<file path="config.mk">
export PLATFORM = sky130hd
export DESIGN_NAME = dma_pager
export DESIGN_NICKNAME = d
export VERILOG_FILES = /design/src/rtl/dma_pager_pkg.sv /design/src/rtl/dma_pager_regs.sv /design/src/rtl/dma_pager_engine.sv /design/src/rtl/dma_pager_port.sv /design/src/rtl/dma_pager.sv
export SDC_FILE = /design/constraint.sdc
export NUM_CORES = 1
export LEC_CHECK = 0
export BUFFER_PORTS_ARGS = -buffer_cell sky130_fd_sc_hd__buf_2
export CAP_MARGIN = 20
export CORE_ASPECT_RATIO = 0.6
export CORE_MARGIN = 5
export CORE_UTILIZATION = 40
export CTS_BUF_LIST = sky130_fd_sc_hd__clkbuf_16
export CTS_CLUSTER_DIAMETER = 50
export CTS_CLUSTER_SIZE = 20
export DETAILED_ROUTE_END_ITERATION = 16
export GPL_TIMING_DRIVEN = 0
export PLACE_DENSITY = 0.78
export SKIP_CTS_REPAIR_TIMING = 1
export SLEW_MARGIN = 10
export SYNTH_ARGS = -nofsm -noshare
export SYNTH_HDL_FRONTEND = slang
export SYNTH_SLANG_ARGS = --single-unit
export TNS_END_PERCENT = 50
</file>
<file path="constraint.sdc">
create_clock -name clk -period 3.2 [get_ports clk]
set_input_delay 0.48 -clock clk [delete_from_list [all_inputs] [get_ports clk]]
set_output_delay 0.48 -clock clk [all_outputs]
set_load 0.01 [all_outputs]
</file>
<file path="src/rtl/dma_pager_pkg.sv">
package dma_pager_pkg;

    localparam int ADDR_W     = 16;
    localparam int DATA_W     = 32;
    localparam int LEN_W      = 16;
    localparam int PAGE_BITS  = 8;
    localparam int CHAIN_N    = 4;
    localparam int RA_W       = 3;
    localparam int PAGE_NUM_W = ADDR_W - PAGE_BITS;
    localparam int CHAIN_W    = $clog2(CHAIN_N);

    localparam int CTRL_DIR   = 0;
    localparam int CTRL_START = 1;
    localparam int STAT_BUSY  = 0;
    localparam int STAT_DONE  = 1;

    typedef logic [ADDR_W-1:0]     addr_t;
    typedef logic [DATA_W-1:0]     data_t;
    typedef logic [LEN_W-1:0]      len_t;
    typedef logic [PAGE_NUM_W-1:0] page_t;
    typedef logic [CHAIN_W-1:0]    cidx_t;
    typedef logic [CHAIN_N-1:0][PAGE_NUM_W-1:0] chain_t;

    typedef enum logic [RA_W-1:0] {
        REG_START  = 3'd0,
        REG_COUNT  = 3'd1,
        REG_CTRL   = 3'd2,
        REG_STATUS = 3'd3,
        REG_CHAIN  = 3'd4
    } reg_sel_e;

    typedef enum logic {
        DIR_P2M = 1'b0,
        DIR_M2P = 1'b1
    } dir_e;

    typedef struct packed {
        addr_t addr;
        len_t  len;
        dir_e  dir;
    } cmd_t;

    function automatic logic page_last(addr_t a);
        return &a[PAGE_BITS-1:0];
    endfunction

    function automatic cidx_t chain_next(cidx_t i);
        return (int'(i) == CHAIN_N - 1) ? '0 : cidx_t'(i + 1'b1);
    endfunction

endpackage

</file>
<file path="src/rtl/dma_pager_regs.sv">
module dma_pager_regs
    import dma_pager_pkg::*;
(
    input  logic            clk,
    input  logic            rst,
    input  logic            reg_we,
    input  logic [RA_W-1:0] reg_addr,
    input  data_t           reg_wdata,
    input  logic            busy,
    input  len_t            rem,
    input  logic            done_set,
    output logic            go,
    output cmd_t            cmd,
    output chain_t          chain,
    output logic            done,
    output data_t           reg_rdata
);

    addr_t  start_q;
    len_t   count_q;
    chain_t chain_q;
    logic   done_q;
    logic   wr_ctrl;
    logic   ack;
    logic   unused_wdata;

    assign unused_wdata = ^reg_wdata[DATA_W-1:ADDR_W];

    assign wr_ctrl = reg_we && (reg_addr == REG_CTRL);
    assign go      = wr_ctrl && reg_wdata[CTRL_START] && !busy;
    assign ack     = reg_we && (reg_addr == REG_STATUS) && reg_wdata[STAT_DONE];
    assign cmd     = '{addr: start_q, len: count_q, dir: dir_e'(reg_wdata[CTRL_DIR])};
    assign chain   = chain_q;
    assign done    = done_q;

    always_ff @(posedge clk) begin
        if (rst) begin
            start_q <= '0;
            count_q <= '0;
            done_q  <= 1'b0;
        end else begin
            if (reg_we && reg_addr == REG_START) start_q <= reg_wdata[ADDR_W-1:0];
            if (reg_we && reg_addr == REG_COUNT) count_q <= reg_wdata[LEN_W-1:0];
            if (done_set)         done_q <= 1'b1;
            else if (go || ack)   done_q <= 1'b0;
        end
    end

    for (genvar i = 0; i < CHAIN_N; i++) begin : g_chain
        always_ff @(posedge clk) begin
            if (rst)
                chain_q[i] <= '0;
            else if (reg_we && reg_addr == RA_W'(int'(REG_CHAIN) + i))
                chain_q[i] <= reg_wdata[PAGE_NUM_W-1:0];
        end
    end

    always_comb begin
        reg_rdata = '0;
        if (reg_addr >= REG_CHAIN) begin
            reg_rdata[PAGE_NUM_W-1:0] = chain_q[reg_addr[CHAIN_W-1:0]];
        end else begin
            case (reg_addr)
                REG_START:  reg_rdata[ADDR_W-1:0] = start_q;
                REG_COUNT:  reg_rdata[LEN_W-1:0]  = count_q;
                REG_STATUS: begin
                    reg_rdata[STAT_BUSY]            = busy;
                    reg_rdata[STAT_DONE]            = done_q;
                    reg_rdata[DATA_W-1 -: LEN_W]    = rem;
                end
                default:    reg_rdata = '0;
            endcase
        end
    end

endmodule

</file>
<file path="src/rtl/dma_pager_engine.sv">
module dma_pager_engine
    import dma_pager_pkg::*;
(
    input  logic   clk,
    input  logic   rst,
    input  logic   go,
    input  cmd_t   cmd,
    input  chain_t chain,
    input  logic   bus_gnt,
    input  logic   per_rdy,
    output logic   busy,
    output len_t   rem,
    output addr_t  cur_addr,
    output dir_e   dir,
    output logic   fire,
    output logic   done_set
);

    logic  busy_q;
    addr_t addr_q;
    len_t  rem_q;
    cidx_t idx_q;
    dir_e  dir_q;
    logic  last_word;

    assign fire      = busy_q && bus_gnt && per_rdy;
    assign last_word = (rem_q == len_t'(1));
    assign done_set  = (go && cmd.len == '0) || (fire && last_word);
    assign busy      = busy_q;
    assign rem       = rem_q;
    assign cur_addr  = addr_q;
    assign dir       = dir_q;

    always_ff @(posedge clk) begin
        if (rst) begin
            busy_q <= 1'b0;
            addr_q <= '0;
            rem_q  <= '0;
            idx_q  <= '0;
            dir_q  <= DIR_P2M;
        end else if (go && cmd.len != '0) begin
            busy_q <= 1'b1;
            addr_q <= cmd.addr;
            rem_q  <= cmd.len;
            idx_q  <= '0;
            dir_q  <= cmd.dir;
        end else if (fire) begin
            rem_q <= rem_q - 1'b1;
            if (last_word) busy_q <= 1'b0;
            if (page_last(addr_q)) begin
                addr_q <= {chain[idx_q], {PAGE_BITS{1'b0}}};
                idx_q  <= chain_next(idx_q);
            end else begin
                addr_q <= addr_q + 1'b1;
            end
        end
    end

endmodule

</file>
<file path="src/rtl/dma_pager_port.sv">
module dma_pager_port
    import dma_pager_pkg::*;
(
    input  logic  fire,
    input  dir_e  dir,
    input  data_t mem_rdata,
    input  data_t per_rdata,
    output logic  mem_en,
    output logic  mem_we,
    output logic  per_rd_en,
    output logic  per_wr_en,
    output data_t mem_wdata,
    output data_t per_wdata
);

    assign mem_en    = fire;
    assign mem_we    = fire && (dir == DIR_P2M);
    assign per_rd_en = fire && (dir == DIR_P2M);
    assign per_wr_en = fire && (dir == DIR_M2P);
    assign mem_wdata = per_rdata;
    assign per_wdata = mem_rdata;

endmodule

</file>
<file path="src/rtl/dma_pager.sv">
module dma_pager
    import dma_pager_pkg::*;
(
    input  logic            clk,
    input  logic            rst,
    input  logic            reg_we,
    input  logic [RA_W-1:0] reg_addr,
    input  logic [DATA_W-1:0] reg_wdata,
    output logic [DATA_W-1:0] reg_rdata,
    output logic            irq,
    output logic            bus_req,
    input  logic            bus_gnt,
    output logic            mem_en,
    output logic            mem_we,
    output logic [ADDR_W-1:0] mem_addr,
    output logic [DATA_W-1:0] mem_wdata,
    input  logic [DATA_W-1:0] mem_rdata,
    input  logic            per_rdy,
    output logic            per_rd_en,
    input  logic [DATA_W-1:0] per_rdata,
    output logic            per_wr_en,
    output logic [DATA_W-1:0] per_wdata
);

    logic   go;
    cmd_t   cmd;
    chain_t chain;
    logic   busy;
    len_t   rem;
    addr_t  cur_addr;
    dir_e   dir;
    logic   fire;
    logic   done_set;
    logic   done;

    dma_pager_regs u_regs (
        .clk       (clk),
        .rst       (rst),
        .reg_we    (reg_we),
        .reg_addr  (reg_addr),
        .reg_wdata (reg_wdata),
        .busy      (busy),
        .rem       (rem),
        .done_set  (done_set),
        .go        (go),
        .cmd       (cmd),
        .chain     (chain),
        .done      (done),
        .reg_rdata (reg_rdata)
    );

    dma_pager_engine u_engine (
        .clk      (clk),
        .rst      (rst),
        .go       (go),
        .cmd      (cmd),
        .chain    (chain),
        .bus_gnt  (bus_gnt),
        .per_rdy  (per_rdy),
        .busy     (busy),
        .rem      (rem),
        .cur_addr (cur_addr),
        .dir      (dir),
        .fire     (fire),
        .done_set (done_set)
    );

    dma_pager_port u_port (
        .fire      (fire),
        .dir       (dir),
        .mem_rdata (mem_rdata),
        .per_rdata (per_rdata),
        .mem_en    (mem_en),
        .mem_we    (mem_we),
        .per_rd_en (per_rd_en),
        .per_wr_en (per_wr_en),
        .mem_wdata (mem_wdata),
        .per_wdata (per_wdata)
    );

    assign irq      = done;
    assign bus_req  = busy;
    assign mem_addr = cur_addr;

endmodule

</file>
; Word level (Yosys, flattened, before mapping)
; Index checks and enable logic that the tools add are counted.
[classes]
add_sub_neg = 3
magnitude_cmp = 3
eq_ne = 9
mux = 20
n_bitwise = 1
n_reduce_logical = 31
[ops]
columns = cell, n
row1 = $mux W16, 6
row2 = $bmux W8 S2, 2
row3 = $pmux W14 S2, 1
row4 = $mux W24, 1
row5 = $mux W8, 3
row6 = $logic_and A1 B1 Y1, 18
row7 = $add A16 B1 Y16 const B, 1
row8 = $eq A16 B1 Y1 const B, 1
row9 = $logic_not A16 Y1, 1
row10 = $reduce_bool A16 Y1, 1
row11 = $sub A16 B1 Y16 const B, 1
row12 = $eq A3 B3 Y1 const B, 4
row13 = $reduce_and A9 Y1, 1
row14 = $reduce_and A8 Y1, 1
row15 = $eq A3 B2 Y1 const B, 2
row16 = $lt A2 B3 Y1 const B, 2
row17 = $pmux W2 S3, 1
row18 = $reduce_bool A2 Y1, 3
row19 = $mux W1, 5
row20 = $eq A3 B1 Y1 const B, 1
row21 = $ge A3 B3 Y1 const B, 1
row22 = $logic_not A3 Y1, 1
row23 = $add A2 B1 Y2 const B, 1
row24 = $eq A2 B1 Y1 const B, 1
row25 = 6 further kinds, 7
[word_totals]
regBits = 101
input_bits = 104
out_inout_bits = 118
word_cells = 79

; Logic depth before layout (Yosys ltp)
[logic_depth]
depth_word = 7
ltp_mapped = 7

; Hierarchy
; Synthesis repeated with hierarchy kept, for this count alone.
[hier_totals]
cells_unflattened = 704
area_unflattened_um2 = 5870.6
[modules_own_cells]
columns = module, n_inst, cells_per_inst, area_each_um2, seq_area_each_um2
row1 = dma_pager_regs, 1, 367, 3046.7, 1301.2
row2 = dma_pager_engine, 1, 269, 2312.2, 720.7
row3 = dma_pager_port, 1, 68, 511.7, 0.0

; Worst setup path before layout
; No wires, ideal clock.
[synth_path]
path_kind = input port to output port
from = input port reg_addr[1]
to = output port reg_rdata[5]
arrival_time_ns = 1.668
required_time_ns = 2.720
slack_ns = 1.052
stages = 5
n_path_buf = 3
path_cell_list = buf_2 buf_2 or2_2 clkbuf_1 o21ai_0
[synth_via]
elab_chain_cells = 3
elab_cells_between_ends = 7
[synth_rtl]
columns = item, line
row1 = "start, declared", dma_pager.sv:7  ; input logic [RA_W-1:0] reg_addr,
row2 = $eq A3 B1 Y1 (tied with other cells), dma_pager_regs.sv:63  ; case (reg_addr)
row3 = $pmux W14 S2 / $mux W8 (equally long branches), "dma_pager_regs.sv:63, dma_pager_regs.sv:61"
row4 = $mux W8 (*), dma_pager_regs.sv:60  ; if (reg_addr >= REG_CHAIN) begin
row5 = "end, declared", dma_pager.sv:9  ; output logic [DATA_W-1:0] reg_rdata,
; Every way passes the cells marked *; elsewhere a longest branch is shown, timed or not. The select of a mux whose other input is x is not followed.

; Worst setup path after layout
[layout_path]
from = input port reg_addr[1]
to = output port reg_rdata[30]
[layout_via]
elab_chain_cells = 3
elab_cells_between_ends = 4
[layout_rtl]
columns = item, line
row1 = "parallel branches: the longest is 2 deep, another holds $ge A3 B3 Y1", --
row2 = $mux W24 (*), dma_pager_regs.sv:60
; Mark *: on every way between the ends.

==> results.md <==
- Starting Density: 40.9%
- CTS max path bufs: 2
- Crit end category: primary output
- GR Util met3: about 8.5%
- Req. time, crit path: 2.72 ns
- Worst setup startpoint: reg_addr[1]
- Worst-Margin Slew: approximately 1 ns
- Flops & latches, synth: just over 100
- Clk_skew: between 0.008 and 0.009 ns
- Adder-Cell Fraction of Synth Area: less than 1%
- Max H-tree Level: 3
- Synth unique cells: 56
- Pwr Density: between 400 and 500 nW/µm²
- Remaining global-route overflow: 0
- Core Area: around 14000 µm²
- Syn Nets: between 800 and 900
- Hold WC Path Type: input pin to flip-flop
- Residual DRC count: 0
- Crit start category: input pin
- Vias in the first global route: slightly above 5000
- R2r setup slk: about 1.1 ns
- CTS root buf: clkbuf_16
- Setup TNS: 0 ns
- YS warnings: 0
- Wire length per cell: 19.2 µm
- Worst Path Max Fanout: 10
- Clock buffer count from CTS: 9
- Avg Inst Size Synth: 8.01 µm²
- Minimum clock period: roughly 2.7 ns
- Sequential-to-total area share from yosys stat: 36.1%
- Boundary Pins: approximately 220
- Drt total wl: a little over 20000 µm
- Die Wd: between 150 and 200 µm
- Gr usage total: 23.2%
- IO buf count: approximately 140
- Chip height: just over 100 µm
- DPL Wire Length: 15500 µm
- # fillers: roughly 1400
- RSZ-0062 raised after global routing: false
- DRT antenna net count: 0
- Mapped Cells: 700
- Hold Path Origin: rst
- Most used routing layer: met1
- Max-slew violation count: 0
- Leakage power: 2.83 nW
- 1st-pass router iterations: 5
- Ys async rst share: 0%
- Largest family of logic cells by synthesized area: simple AND/OR/NAND/NOR gates
- Clk pwr share: about two fifths
- Sw frac: approximately a quarter
- Flop pwr share: about 47%
- Power, Total: 2.78 mW
- Reg2reg start: u_regs.count_q[10]
- Relative slew margins: around 33%
- Power Internal: 2.04 mW
- Fmax: roughly 0.36 GHz
- Synth Area in XOR/XNOR: less than 1%
- Simple-Gate Fraction of Synth Area: 23.3%
- Ant. Diodes: 0
- Post-Syn Area: about 5600 µm²
- Number of clock sinks: 101
- Rows: 33
- Maximum VDD drop: approximately 0.24 mV
- Die footprint: around 17000 µm²
- Vias: a little under 6000
- Post-synth EDFFs: 0
- Max Cap Violations: 0
- Global Route met1 Usage: between 30% and 40%
- Sw power: about 0.74 mW
- Largest net degree at the start of global routing: 19
- Commonest non-fill, non-tap cell in the layout: nand2_1
- GR Util met2: between 30% and 40%
- Nets: 958
- CTS tree: done
- Area Growth Syn to Fin: 22.2%
- Worst-path clk slew: 0.07 ns
- Layout cells sized above 1: a little under a third
- Worst-case reg-to-reg path depth: 6
- Initial DRC count: ~650
- Gpl congestion: 0.954
- Primary FF master, synth: dfxtp_1
- Clock latency on the worst-skew pair: between 0.3 and 0.4 ns
- Arrival time at the worst endpoint: between 2 and 2.5 ns
- Complex-gate fraction of the synthesized area: 16.2%
- Commonest cells after routing, fill and taps aside: nand2_1, buf_2, dfxtp_1
- Vias/cell: ~5.5
- Mux share of post-synthesis cell area: around a tenth
- Hold Worst Slack: about 0.34 ns
- Period utilization: between 80% and 90%
- Outcome: finished, final reports clean
- Hold path depth: 2
- # setup viols final: 0
- Reg2Reg Capture Point: u_engine.cur_addr[7]
- Hold endpoint: u_engine.cur_addr[9]
- Antenna violations before repair: 0
- Logic pwr share: 11.7%
- Final Hold Viols: 0
- Wire length of the first global-routing pass: slightly below 30000 µm
- Crit Path Class: input pin to primary output
-- cell families (layout without fill, tap and decap cells) --
family / count (synthesis) / in the layout
muxes: 35 / 35
buffers and inverters: 112 / 267
DFF: 101 / 101
xor gates and xnor gates: 4 / 4
adders and majority gates: 4 / 4
AOI/OAI and AO/OA: 154 / 154
and+or+nand+nor: 290 / 290
-- critical path, stage by stage --
cell and delay, ns:
buf_2 0.09, buf_2 0.27, buf_2 0.32, nand2_1 0.18, nor2_1 0.34, clkbuf_1 0.29
and2_1 0.17, buf_2 0.13
-- worst max path at each step --
stage,slack [ns],cells after the start,endpoint
floorplan,1.05,5,reg_rdata[5]
CTS,0.48,8,reg_rdata[29]
global route,0.27,8,reg_rdata[21]
global placement,0.53,8,reg_rdata[30]
finish,0.46,8,reg_rdata[30]
detailed placement,0.49,8,reg_rdata[29]
-- sequential cells by signal, summed over array words and instances, names as in the netlist, named ones only --
name / cells
u_engine.busy: 1
u_engine.cur_addr: 15
u_regs.start_q: 16
u_regs.count_q: 16
u_engine.idx_q: 2
u_engine.rem: 16
u_engine.dir: 1
u_regs.done: 1
u_regs.chain: 32
-- per-layer routing --
| metal | up-vias | part of all wire (%) |
|---|---|---|
| met4 | 0 | 1.1 |
| met3 | 29 | 13 |
| met2 | 340 | 43 |
| met1 | 2738 | 43 |
| met5 | - | 0 |
| li1 | 2674 | - |
-- area by class of cell --
cell class / count / area (µm²) / area share (%)
Sequential cell: 101 / 2020 / 29.5
Inverter: 8 / 30.0 / 0.438
Tap cell: 192 / 240 / 3.51
Timing Repair Buffer: 139 / 696 / 10.2
Clock inverter: 7 / 80.1 / 1.17
Buffer: 104 / 696 / 10.2
Multi-Input combinational cell: 487 / 2860 / 41.8
Clock buffer: 9 / 225 / 3.29
-- per-stage QoR --
stage | util (%) | worst slack [ns] | std cells | area [µm²]
6_report | 50.0 | 0.458 | 1047 | 6850
5_1_grt | 50.0 | 0.266 | 1047 | 6850
4_1_cts | 49.9 | 0.477 | 1047 | 6850
3_5_place_dp | 47.7 | 0.487 | 1031 | 6540
3_3_place_gp | 47.7 | 0.532 | 1031 | 6540
2_1_floorplan | - | 1.05 | 700 | 5610
-- power groups by stage --
stage | Combinational (mW) | Clock [mW] | Sequential, mW
finish | 0.326 | 1.15 | 1.30
global route | 0.348 | 1.20 | 1.30
CTS | 0.321 | 1.15 | 1.30
detailed placement | 0.320 | 0 | 1.33
global placement | 0.316 | 0 | 1.33
floorplan | 0.200 | 0 | 1.32
-- synthesized netlist by cell type, types with 4 or more instances --
| cell type | number | area, µm² |
|---|---|---|
| a31oi_1 | 6 | 37.5 |
| buf_4 | 68 | 510 |
| and2_1 | 17 | 106 |
| a2bb2oi_1 | 4 | 35.0 |
| nand4_1 | 4 | 25.0 |
| inv_1 | 7 | 26.3 |
| clkbuf_1 | 19 | 71.3 |
| mux4_2 | 16 | 360 |
| ha_1 | 4 | 50.1 |
| a221oi_1 | 4 | 35.0 |
| nor3_1 | 19 | 95.1 |
| o311ai_0 | 4 | 35.0 |
| a22oi_1 | 4 | 30.0 |
| o21ai_0 | 10 | 50.1 |
| dfxtp_1 | 101 | 2020 |
| nor4_1 | 9 | 56.3 |
| a21oi_1 | 98 | 490 |
| nand2_1 | 161 | 604 |
| a211oi_1 | 6 | 45.0 |
| mux2i_1 | 17 | 170 |
| o211ai_1 | 5 | 37.5 |
| buf_2 | 12 | 60.1 |
| nand3_1 | 19 | 95.1 |
| nor2_1 | 40 | 150 |
(Power assumes the default switching activity.)
